**config.mk**
```make
export PLATFORM = sky130hd
export DESIGN_NAME = regport_spi
export DESIGN_NICKNAME = d
export VERILOG_FILES = /design/src/rtl/regport_pkg.sv /design/src/rtl/regport_sync.sv /design/src/rtl/regport_regbank.sv /design/src/rtl/regport_ctl.sv /design/src/rtl/regport_spi.sv
export SDC_FILE = /design/constraint.sdc
export NUM_CORES = 1
export LEC_CHECK = 0
export CORE_MARGIN = 2
export CORE_UTILIZATION = 47
export DETAILED_ROUTE_END_ITERATION = 8
export GPL_ROUTABILITY_DRIVEN = 0
export MAX_ROUTING_LAYER = met4
export PLACE_DENSITY_LB_ADDON = 0.25
export SYNTH_ARGS = -nofsm -noshare
export SYNTH_HDL_FRONTEND = slang
export SYNTH_HIERARCHICAL = 1
export SYNTH_SLANG_ARGS = --single-unit
export TNS_END_PERCENT = 50
```
**constraint.sdc**
```tcl
create_clock -name clk -period 2.9 [get_ports clk]
set_clock_uncertainty 0.2 [all_clocks]
set_input_delay 0.87 -clock clk [delete_from_list [all_inputs] [get_ports clk]]
set_output_delay 0.87 -clock clk [all_outputs]
set_load 0.01 [all_outputs]
```
**src/rtl/regport_pkg.sv**
```systemverilog
package regport_pkg;

    localparam int DW          = 8;
    localparam int NREG        = 16;
    localparam int AW          = $clog2(NREG);
    localparam int STATUS_IDX  = NREG - 1;
    localparam int SYNC_STAGES = 2;
    localparam int BCW         = $clog2(DW);
    localparam logic [2:0] CHIP_PREFIX = 3'b001;

    typedef logic [AW-1:0]  idx_t;
    typedef logic [DW-1:0]  byte_t;
    typedef logic [BCW-1:0] bitcnt_t;

    typedef struct packed {
        logic              inc;
        logic [DW-AW-2:0]  spare;
        idx_t              idx;
    } ptr_t;

    typedef enum logic [2:0] {
        ST_ADDR,
        ST_PTR,
        ST_WDATA,
        ST_READ,
        ST_IGNORE
    } port_state_e;

    function automatic ptr_t ptr_step(input ptr_t p);
        ptr_t r;
        r = p;
        if (p.inc) begin
            r.idx = p.idx + idx_t'(1);
        end
        return r;
    endfunction

    function automatic logic chip_match(input byte_t b, input logic [AW-1:0] sel);
        return b[DW-1:1] == {CHIP_PREFIX, sel};
    endfunction

endpackage

```
**src/rtl/regport_sync.sv**
```systemverilog
module regport_sync #(
    parameter int               WIDTH   = 3,
    parameter int               STAGES  = 2,
    parameter logic [WIDTH-1:0] RST_VAL = '0
) (
    input  logic             clk,
    input  logic             rst,
    input  logic [WIDTH-1:0] d,
    output logic [WIDTH-1:0] q
);
    logic [WIDTH-1:0] stage_q [STAGES];

    genvar s;
    generate
        for (s = 0; s < STAGES; s++) begin : g_stage
            always_ff @(posedge clk) begin
                if (rst) begin
                    stage_q[s] <= RST_VAL;
                end else if (s == 0) begin
                    stage_q[s] <= d;
                end else begin
                    stage_q[s] <= stage_q[(s == 0) ? 0 : s-1];
                end
            end
        end
    endgenerate

    assign q = stage_q[STAGES-1];
endmodule

```
**src/rtl/regport_regbank.sv**
```systemverilog
module regport_regbank
    import regport_pkg::*;
(
    input  logic               clk,
    input  logic               rst,
    input  logic               wr_en,
    input  idx_t               wr_idx,
    input  byte_t              wr_data,
    input  idx_t               rd_idx,
    input  byte_t              status_in,
    output byte_t              rd_data,
    output logic [NREG*DW-1:0] cfg_flat
);
    logic [NREG-1:0][DW-1:0] slots;

    genvar g;
    generate
        for (g = 0; g < NREG; g++) begin : g_slot
            if (g == STATUS_IDX) begin : g_ro
                assign slots[g] = '0;
            end else begin : g_rw
                byte_t q;
                always_ff @(posedge clk) begin
                    if (rst) begin
                        q <= '0;
                    end else if (wr_en && wr_idx == idx_t'(g)) begin
                        q <= wr_data;
                    end
                end
                assign slots[g] = q;
            end
        end
    endgenerate

    assign rd_data  = (rd_idx == idx_t'(STATUS_IDX)) ? status_in : slots[rd_idx];
    assign cfg_flat = slots;

    // a write aimed at the status slot leaves the whole bank untouched
    assert_status_ro_R7: assert property (@(posedge clk) disable iff (rst)
        (wr_en && wr_idx == idx_t'(STATUS_IDX)) |=> $stable(cfg_flat));

    // a write to a writable slot lands there on the next cycle
    assert_write_lands_R2: assert property (@(posedge clk) disable iff (rst)
        (wr_en && wr_idx != idx_t'(STATUS_IDX)) |=> slots[$past(wr_idx)] == $past(wr_data));
endmodule

```
**src/rtl/regport_ctl.sv**
```systemverilog
module regport_ctl
    import regport_pkg::*;
(
    input  logic          clk,
    input  logic          rst,
    input  logic          cs_n_s,
    input  logic          sclk_s,
    input  logic          sdi_s,
    input  logic [AW-1:0] dev_sel,
    input  byte_t         rd_data,
    output logic          wr_en,
    output idx_t          wr_idx,
    output byte_t         wr_data,
    output idx_t          rd_idx,
    output logic          sdo,
    output logic          sdo_oe
);
    port_state_e state_q;
    bitcnt_t     bitcnt_q;
    bitcnt_t     rcnt_q;
    byte_t       shin_q;
    byte_t       obuf_q;
    ptr_t        ptr_q;
    ptr_t        ptr_nx;
    logic        sclk_d;
    logic        sdo_q;
    logic        oe_q;

    logic  active;
    logic  rise;
    logic  fall;
    logic  shifting;
    logic  byte_done;
    byte_t next_byte;

    assign active    = ~cs_n_s;
    assign rise      = sclk_s & ~sclk_d;
    assign fall      = ~sclk_s & sclk_d;
    assign shifting  = (state_q == ST_ADDR) || (state_q == ST_PTR) || (state_q == ST_WDATA);
    assign next_byte = {shin_q[DW-2:0], sdi_s};
    assign byte_done = active && rise && shifting && (bitcnt_q == bitcnt_t'(DW-1));
    assign ptr_nx    = ptr_step(ptr_q);

    assign wr_en   = byte_done && (state_q == ST_WDATA);
    assign wr_idx  = ptr_q.idx;
    assign wr_data = next_byte;
    assign rd_idx  = (state_q == ST_READ) ? ptr_nx.idx : ptr_q.idx;

    always_ff @(posedge clk) begin
        if (rst) begin
            state_q  <= ST_ADDR;
            bitcnt_q <= '0;
            rcnt_q   <= '0;
            shin_q   <= '0;
            obuf_q   <= '0;
            ptr_q    <= '0;
            sclk_d   <= 1'b0;
            sdo_q    <= 1'b0;
            oe_q     <= 1'b0;
        end else begin
            sclk_d <= sclk_s;
            if (!active) begin
                state_q  <= ST_ADDR;
                bitcnt_q <= '0;
                rcnt_q   <= '0;
                oe_q     <= 1'b0;
            end else begin
                if (rise && shifting) begin
                    shin_q   <= next_byte;
                    bitcnt_q <= bitcnt_q + bitcnt_t'(1);
                end
                if (byte_done) begin
                    case (state_q)
                        ST_ADDR: begin
                            if (!chip_match(next_byte, dev_sel)) begin
                                state_q <= ST_IGNORE;
                            end else if (next_byte[0]) begin
                                state_q <= ST_READ;
                                obuf_q  <= rd_data;
                                rcnt_q  <= '0;
                            end else begin
                                state_q <= ST_PTR;
                            end
                        end
                        ST_PTR: begin
                            ptr_q   <= ptr_t'(next_byte);
                            state_q <= ST_WDATA;
                        end
                        ST_WDATA: ptr_q <= ptr_nx;
                        default: ;
                    endcase
                end
                if (fall && state_q == ST_READ) begin
                    oe_q   <= 1'b1;
                    sdo_q  <= obuf_q[DW-1];
                    rcnt_q <= rcnt_q + bitcnt_t'(1);
                    if (rcnt_q == bitcnt_t'(DW-1)) begin
                        ptr_q  <= ptr_nx;
                        obuf_q <= rd_data;
                    end else begin
                        obuf_q <= {obuf_q[DW-2:0], 1'b0};
                    end
                end
            end
        end
    end

    assign sdo    = sdo_q;
    assign sdo_oe = oe_q;

    // reset clears pointer, framing and output enable
    assert_reset_state_R1: assert property (@(posedge clk)
        rst |=> (ptr_q == '0 && !oe_q && state_q == ST_ADDR));

    // output enable drops once select is released
    assert_oe_off_idle_R3: assert property (@(posedge clk) disable iff (rst)
        !active |=> !oe_q);

    // output is only enabled in a read, and first rises on a falling sclk
    assert_oe_read_only_R6: assert property (@(posedge clk) disable iff (rst)
        oe_q |-> state_q == ST_READ);
    assert_oe_on_fall_R6: assert property (@(posedge clk) disable iff (rst)
        $rose(oe_q) |-> $past(fall));

    // increment off keeps the pointer fixed across a data byte
    assert_ptr_hold_R4: assert property (@(posedge clk) disable iff (rst)
        (wr_en && !ptr_q.inc) |=> $stable(ptr_q));

    // increment on steps the index by one, wrapping
    assert_ptr_step_R5: assert property (@(posedge clk) disable iff (rst)
        (wr_en && ptr_q.inc) |=> ptr_q.idx == idx_t'($past(ptr_q.idx) + 1'b1));

    // an ignored transaction neither writes nor drives
    assert_ignore_quiet_R8: assert property (@(posedge clk) disable iff (rst)
        (state_q == ST_IGNORE) |-> (!wr_en && !oe_q));
endmodule

```
**src/rtl/regport_spi.sv**
```systemverilog
module regport_spi
    import regport_pkg::*;
(
    input  logic               clk,
    input  logic               rst,
    input  logic               cs_n,
    input  logic               sclk,
    input  logic               sdi,
    input  logic [AW-1:0]      dev_sel,
    input  logic [DW-1:0]      status_in,
    output logic               sdo,
    output logic               sdo_oe,
    output logic [NREG*DW-1:0] cfg_flat
);
    logic  cs_n_s;
    logic  sclk_s;
    logic  sdi_s;
    logic  wr_en;
    idx_t  wr_idx;
    byte_t wr_data;
    idx_t  rd_idx;
    byte_t rd_data;

    regport_sync #(
        .WIDTH   (3),
        .STAGES  (SYNC_STAGES),
        .RST_VAL (3'b100)
    ) u_sync (
        .clk (clk),
        .rst (rst),
        .d   ({cs_n, sclk, sdi}),
        .q   ({cs_n_s, sclk_s, sdi_s})
    );

    regport_ctl u_ctl (
        .clk     (clk),
        .rst     (rst),
        .cs_n_s  (cs_n_s),
        .sclk_s  (sclk_s),
        .sdi_s   (sdi_s),
        .dev_sel (dev_sel),
        .rd_data (rd_data),
        .wr_en   (wr_en),
        .wr_idx  (wr_idx),
        .wr_data (wr_data),
        .rd_idx  (rd_idx),
        .sdo     (sdo),
        .sdo_oe  (sdo_oe)
    );

    regport_regbank u_bank (
        .clk       (clk),
        .rst       (rst),
        .wr_en     (wr_en),
        .wr_idx    (wr_idx),
        .wr_data   (wr_data),
        .rd_idx    (rd_idx),
        .status_in (status_in),
        .rd_data   (rd_data),
        .cfg_flat  (cfg_flat)
    );
endmodule

```
# --- Word level (Yosys, flattened, before mapping) ---
# Memory sizes are Yosys's and may differ from the RTL's.
# Index checks and enable logic that the tools add are counted.
# Widths: inputs -> output; s select.
totals:
  input_bits: 17
  output_inout_bits: 130
  ram_bits: 6
  wordCells: 125
  ff_bits: 155
  n_memories: 1
classes:
  addsub: 3
  n_lt_le_gt_ge: 1
  bitwise: 7
  muxes: 28
  eq_ne: 22
  reduce_logical: 37
mem_list:
  columns: ["memory", "depth", "word_bits", "rd", "rd_clocked_by_memory_dff", "write_ports", "line", "text"]
  rows:
  - ["u_sync.stage_q", 2, 3, 2, 0, 2, "regport_sync.sv:11", "logic [WIDTH-1:0] stage_q [STAGES];"]
op_table:
  columns: ["cell", "count"]
  rows:
  - ["$mux 8", 11]
  - ["$bmux 8 s4", 1]
  - ["$eq 4x4->1 const B", 8]
  - ["$mux 3", 8]
  - ["$logic_and 1x1->1", 21]
  - ["$eq 4x3->1 const B", 4]
  - ["$pmux 8 s2", 1]
  - ["$reduce_bool 2->1", 5]
  - ["$eq 4x2->1 const B", 2]
  - ["$mux 4", 2]
  - ["$reduce_and 2->1", 4]
  - ["$eq 7x5->1", 1]
  - ["$add 3x1->3 const B", 2]
  - ["$eq 3x2->1 const B", 2]
  - ["$eq 3x3->1 const B", 2]
  - ["$pmux 3 s2", 1]
  - ["$lt 4x5->1 const B", 1]
  - ["$reduce_and 5->1", 1]
  - ["$add 4x1->4 const B", 1]
  - ["$eq 4x1->1 const B", 1]
  - ["$logic_not 4->1", 1]
  - ["$reduce_and 4->1", 1]
  - ["$eq 3x1->1 const B", 1]
  - ["$logic_not 3->1", 1]
  - ["other kinds (8)", 15]

# --- Logic depth before layout (Yosys ltp) ---
logic_depth:
  ltp_word: 11
  ltp_mapped: 12

# --- Hierarchy ---
# Netlist, hierarchy kept.
modules_own_cells:
  columns: ["module", "cells_per_inst", "instances", "area_per_inst_um2"]
  rows:
  - ["regport_regbank", 643, 1, 5755.5]
  - ["regport_ctl", 205, 1, 1759.2]
  - ["regport_sync", 12, 1, 157.7]

# --- Worst setup path after synthesis ---
# OpenSTA, ideal clock, no wires.
synth_path:
  kind: "register -> register"
  startpoint: "reg u_ctl.state_q[2]"
  endpoint: "reg u_ctl.obuf_q[6]"
  setup_time_ps: 138
  t_required_ps: 2562
  path_slack_ps: 196
  path_stages_with_launch: 12
  path_buffers: 3
  arrival_time_ps: 2366
  path_cell_list: "dfxtp_1 -> and3b_1 -> clkbuf_1 -> nand2_1 -> xnor2_1 -> buf_6 -> buf_2 -> mux4_2 -> mux2i_1 -> mux2i_1 -> a211oi_1 -> a221oi_1"
synth_between:
  elab_chain_len: 10
  elab_cells_between_ends: 25
synth_lines:
  columns: ["element", "line", "text"]
  rows:
  - ["from (decl)", "regport_ctl.sv:18", "port_state_e state_q;"]
  - ["from (signal assigned)", "regport_ctl.sv:51", "state_q <= ST_ADDR;"]
  - ["from (signal assigned)", "regport_ctl.sv:63", "state_q <= ST_ADDR;"]
  - ["from (signal assigned)", "regport_ctl.sv:76", "state_q <= ST_IGNORE;"]
  - ["$eq 3x2->1 *", "regport_ctl.sv:47", "assign rd_idx = (state_q == ST_READ) ? ptr_nx.idx : ptr_q.idx;"]
  - ["$mux 4 *", "regport_ctl.sv:47", null]
  - ["named net rd_idx[0]", "regport_spi.sv:21", "idx_t rd_idx;"]
  - ["$bmux 8 s4", "regport_regbank.sv:35", "assign rd_data = (rd_idx == idx_t'(STATUS_IDX)) ? status_in : slots[rd_idx];"]
  - ["$mux 8 (not written as such)", "regport_regbank.sv:35", null]
  - ["$mux 8 *", "regport_regbank.sv:35", null]
  - ["named net rd_data[6]", "regport_spi.sv:22", "byte_t rd_data;"]
  - ["$mux 8", "regport_ctl.sv:77", "end else if (next_byte[0]) begin"]
  - ["$mux 8", "regport_ctl.sv:75", "if (!chip_match(next_byte, dev_sel)) begin"]
  - ["$mux 8", "regport_ctl.sv:73", "case (state_q)"]
  - ["$mux 8", "regport_ctl.sv:72", "if (byte_done) begin"]
  - ["$mux 8 *", "regport_ctl.sv:93", "if (fall && state_q == ST_READ) begin"]
  - ["to (signal assigned)", "regport_ctl.sv:79", "obuf_q <= rd_data;"]
  - ["to (signal assigned)", "regport_ctl.sv:99", "obuf_q <= rd_data;"]
  - ["to (signal assigned)", "regport_ctl.sv:101", "obuf_q <= {obuf_q[DW-2:0], 1'b0};"]
  - ["to (decl)", "regport_ctl.sv:22", "byte_t obuf_q;"]
# The timed path passes the listed nets; every way through them passes the cells marked *. The select of a mux whose other input is x is not followed.
# A chain may end at the register's enable or synchronous reset.

# --- Worst setup path after layout ---
layout_path:
  startpoint: "reg u_ctl.state_q[2]"
  endpoint: "reg u_ctl.obuf_q[2]"
# The elaborated chain is that of the path after synthesis.

==> results.md <==
* DR iter-0 viols at about 1100
* Top post-synthesis cells by area: dfxtp_1, a21oi_1, nand3_1
* Switch share at 0.221
* IO buf count at about 140
* CP endpoint kind: flip-flop
* Post-synth top cells: dfxtp_1, a21oi_1, nand3_1
* Crit start category: flip-flop
* Part of the Yosys area used for sequential elements at 0.412
* Combinational share of power at 0.036
* CP required at 2.97 ns
* Area leader, netlist: dfxtp_1
* # diodes at 0
* CP peak stage delay at 0.53 ns
* Average instance area after synthesis at 8.92 um2
* Final setup viols at 0
* Initial antenna violation count at 0
* Cells after Synth at 860
* Cts hold-fix bufs at 0
* Slew headroom at 0.472
* Core ar. at around 0.016 mm2
* CP max FO at 6
* P_leak at between 3 and 4 nW
* Clock Latency Late Sink at 0.43 ns
* Status: complete, no violations
* Starting Density at 0.481
* Clock transition at path regs at 0.06 ns
* Nets at around 1000
* Period utilisation layout at 0.980
* Largest net degree at the start of global routing at 91
* Top Ports at 147
* Final Hold Viols at 0
* Period minus WS final at 2.84 ns
* Worst EP arrival at 2.91 ns
* Die Ht at 132 um
* Crit-path slowest cell: mux4_2
* Setup CP Type: reg -> reg
* Flop pwr share at 0.466
* Grt ovf at 0
* Pre-antenna DRT Iters at 7
* Yosys cell types at 54
* Final core utilization at 0.630
* Max Cap Viol at 0
* Num CTS Buffers at 17
* Antenna Nets Post-Route at 0
* Area grow syn2layout at 31.0%
* Total power at roughly 4.7 mW
* Vias in the first global route at a little under 7000
* Core Rows at 46
* CTS tree: yes
* Main flop type after synthesis: dfxtp_1
* Switching Power at approximately 1.0 mW
* Global-route wire length before repair at 39000 um
* Yosys top cell area share at 0.412
* # H-tree levels at 4
* Maximum VDD drop at just over 0.4 mV
* Avg Vias per Cell at about 6.2
* P_int at around 3.6 mW
* Buffers and inverters on the worst path at 2
* Clock Power Share at 0.498
* Crit-path cells: and3b_2 > nand3_4 > xnor2_4 > buf_6 > mux4_2 > mux2i_1 > buf_4 > mux2i_1 > a211oi_1 > a221oi_1
* Drt drc at 0
* Layout cells sized above 1 at 0.136
* CP top delay family: multiplexers
* DR WL/cell at between 20 and 25 um
* Overall routed net length at 25300 um
* Hold WC Path Type: reg -> reg
* Fin. max-slew vios at 0
* Netlist Area Pre-Place at 0.00767 mm2
* Max Clk Rate at 352 MHz
* DP Wirelength at 16200 um
* Vias at 7439
* Die X at 132 um
* Synth warn at 6
* Clk buf depth at 2
* GRT Util Overall at 0.290
* Seq cells post-synth at between 150 and 200
* Clock root buffer: clkbuf_16
* Least-Margin Pin Slew at 0.789 ns
* Post-synth EDFFs at 0
* Area of the die at 0.0174 mm2
* CTS sink cnt at 158
* Async SR Flop Fraction at 0
* RSZ-0062 raised after global routing: yes
* Hold slack at 0.219 ns
* Top-count cell post-synth: dfxtp_1
* Most used cell, CP: mux2i_1
* TNS Setup at 0 ns
* Power Dens Cells at 466 mW/mm2
routing by layer:
layer,GRT usage,share of wire,vias up
met3,0.0638,0.097,45
li1,-,-,3362
met5,-,0,-
met2,0.441,0.47,456
met4,0.102,0.027,0
met1,0.382,0.41,3576
through the flow:
step / instances / setup slack, ns / instance area (um2)
2_1_floorplan: 867 / 0.196 / 7700
3_3_place_gp: 1172 / 0.0902 / 9340
3_5_place_dp: 1172 / 0.0532 / 9340
4_1_cts: 1203 / 0.0522 / 9950
5_1_grt: 1207 / -0.0205 / 10000
6_report: 1207 / 0.0566 / 10000
sequential cells by signal, summed over array words and instances (netlist names):
| name | cells |
|---|---|
| u_bank/g_slot.g_rw.q | 120 |
| u_ctl/obuf_q | 8 |
| u_ctl/shin_q | 7 |
| u_sync/stage_q | 6 |
| u_ctl/wr_idx | 4 |
| u_ctl/bitcnt_q | 3 |
| u_ctl/rcnt_q | 3 |
| u_ctl/state_q | 3 |
| u_ctl/ptr_nx | 1 |
| u_ctl/sclk_d | 1 |
| u_ctl/sdo | 1 |
| u_ctl/sdo_oe | 1 |
cells in the final DEF (no fill, tap or decap), types with 5 or more instances in the layout:
master             n
a211oi_1           5
a21oi_1          129
a221oi_1           8
buf_12             6
buf_4             48
buf_6              5
clkbuf_16         17
clkdlybuf4s50_1  137
conb_1             8
dfxtp_1          158
ha_1               5
inv_1             11
mux2i_1           34
mux4_1             7
mux4_2            25
nand2_1           12
nand2b_1           9
nand3_1          126
nor2_1            32
o21ai_0          118
o21ai_1            5
path summary, 6_finish.rpt:
kind	from	to	slack, ns	depth (start not counted)
max	u_ctl/state_q[2]	u_ctl/obuf_q[2]	0.06	10
min	u_sync/stage_q[0][2]	u_sync/stage_q[1][2]	0.22	1
max reg2reg	u_ctl/state_q[2]	u_ctl/obuf_q[2]	0.06	10
min reg2reg	u_sync/stage_q[0][2]	u_sync/stage_q[1][2]	0.22	1
power by group through the flow:
| stage | logic, mW | clock network, mW | registers (mW) |
|---|---|---|---|
| after floorplan | 0.106 | 0 | 2.23 |
| after global placement | 0.160 | 0 | 2.23 |
| after detailed placement | 0.161 | 0 | 2.23 |
| after CTS | 0.161 | 2.35 | 2.18 |
| after global routing | 0.180 | 2.43 | 2.18 |
| final | 0.171 | 2.33 | 2.18 |
cell families (layout without fill, tap and decap cells):
family,after synthesis,count (layout),synth area share
buffers and inverters,114,238,0.0726
multiplexers,68,68,0.144
AND/OR/NAND/NOR,224,224,0.156
AO/OA/AOI/OAI,281,281,0.196
adder cells (fa/ha/maj),5,5,0.00815
other,1,8,0.000489
XOR/XNOR,9,9,0.0103
flip-flops,158,158,0.412
what timing repair did:
action                                  CTS  global route
resized for setup                         0            14
setup buffers                             0             4
endpoints found under the setup margin    0             7
layout make-up:
type | instances | area (um2)
Tap cell | 216 | 270
Inverter | 11 | 41.3
Sequential cell | 158 | 3160
Timing Repair Buffer | 196 | 1910
Clock buffer | 20 | 457
Multi-Input combinational cell | 595 | 4050
Clock inverter | 11 | 155
Fill cell | 1319 | 5890
Note: power is estimated with default switching activity, not from simulation.
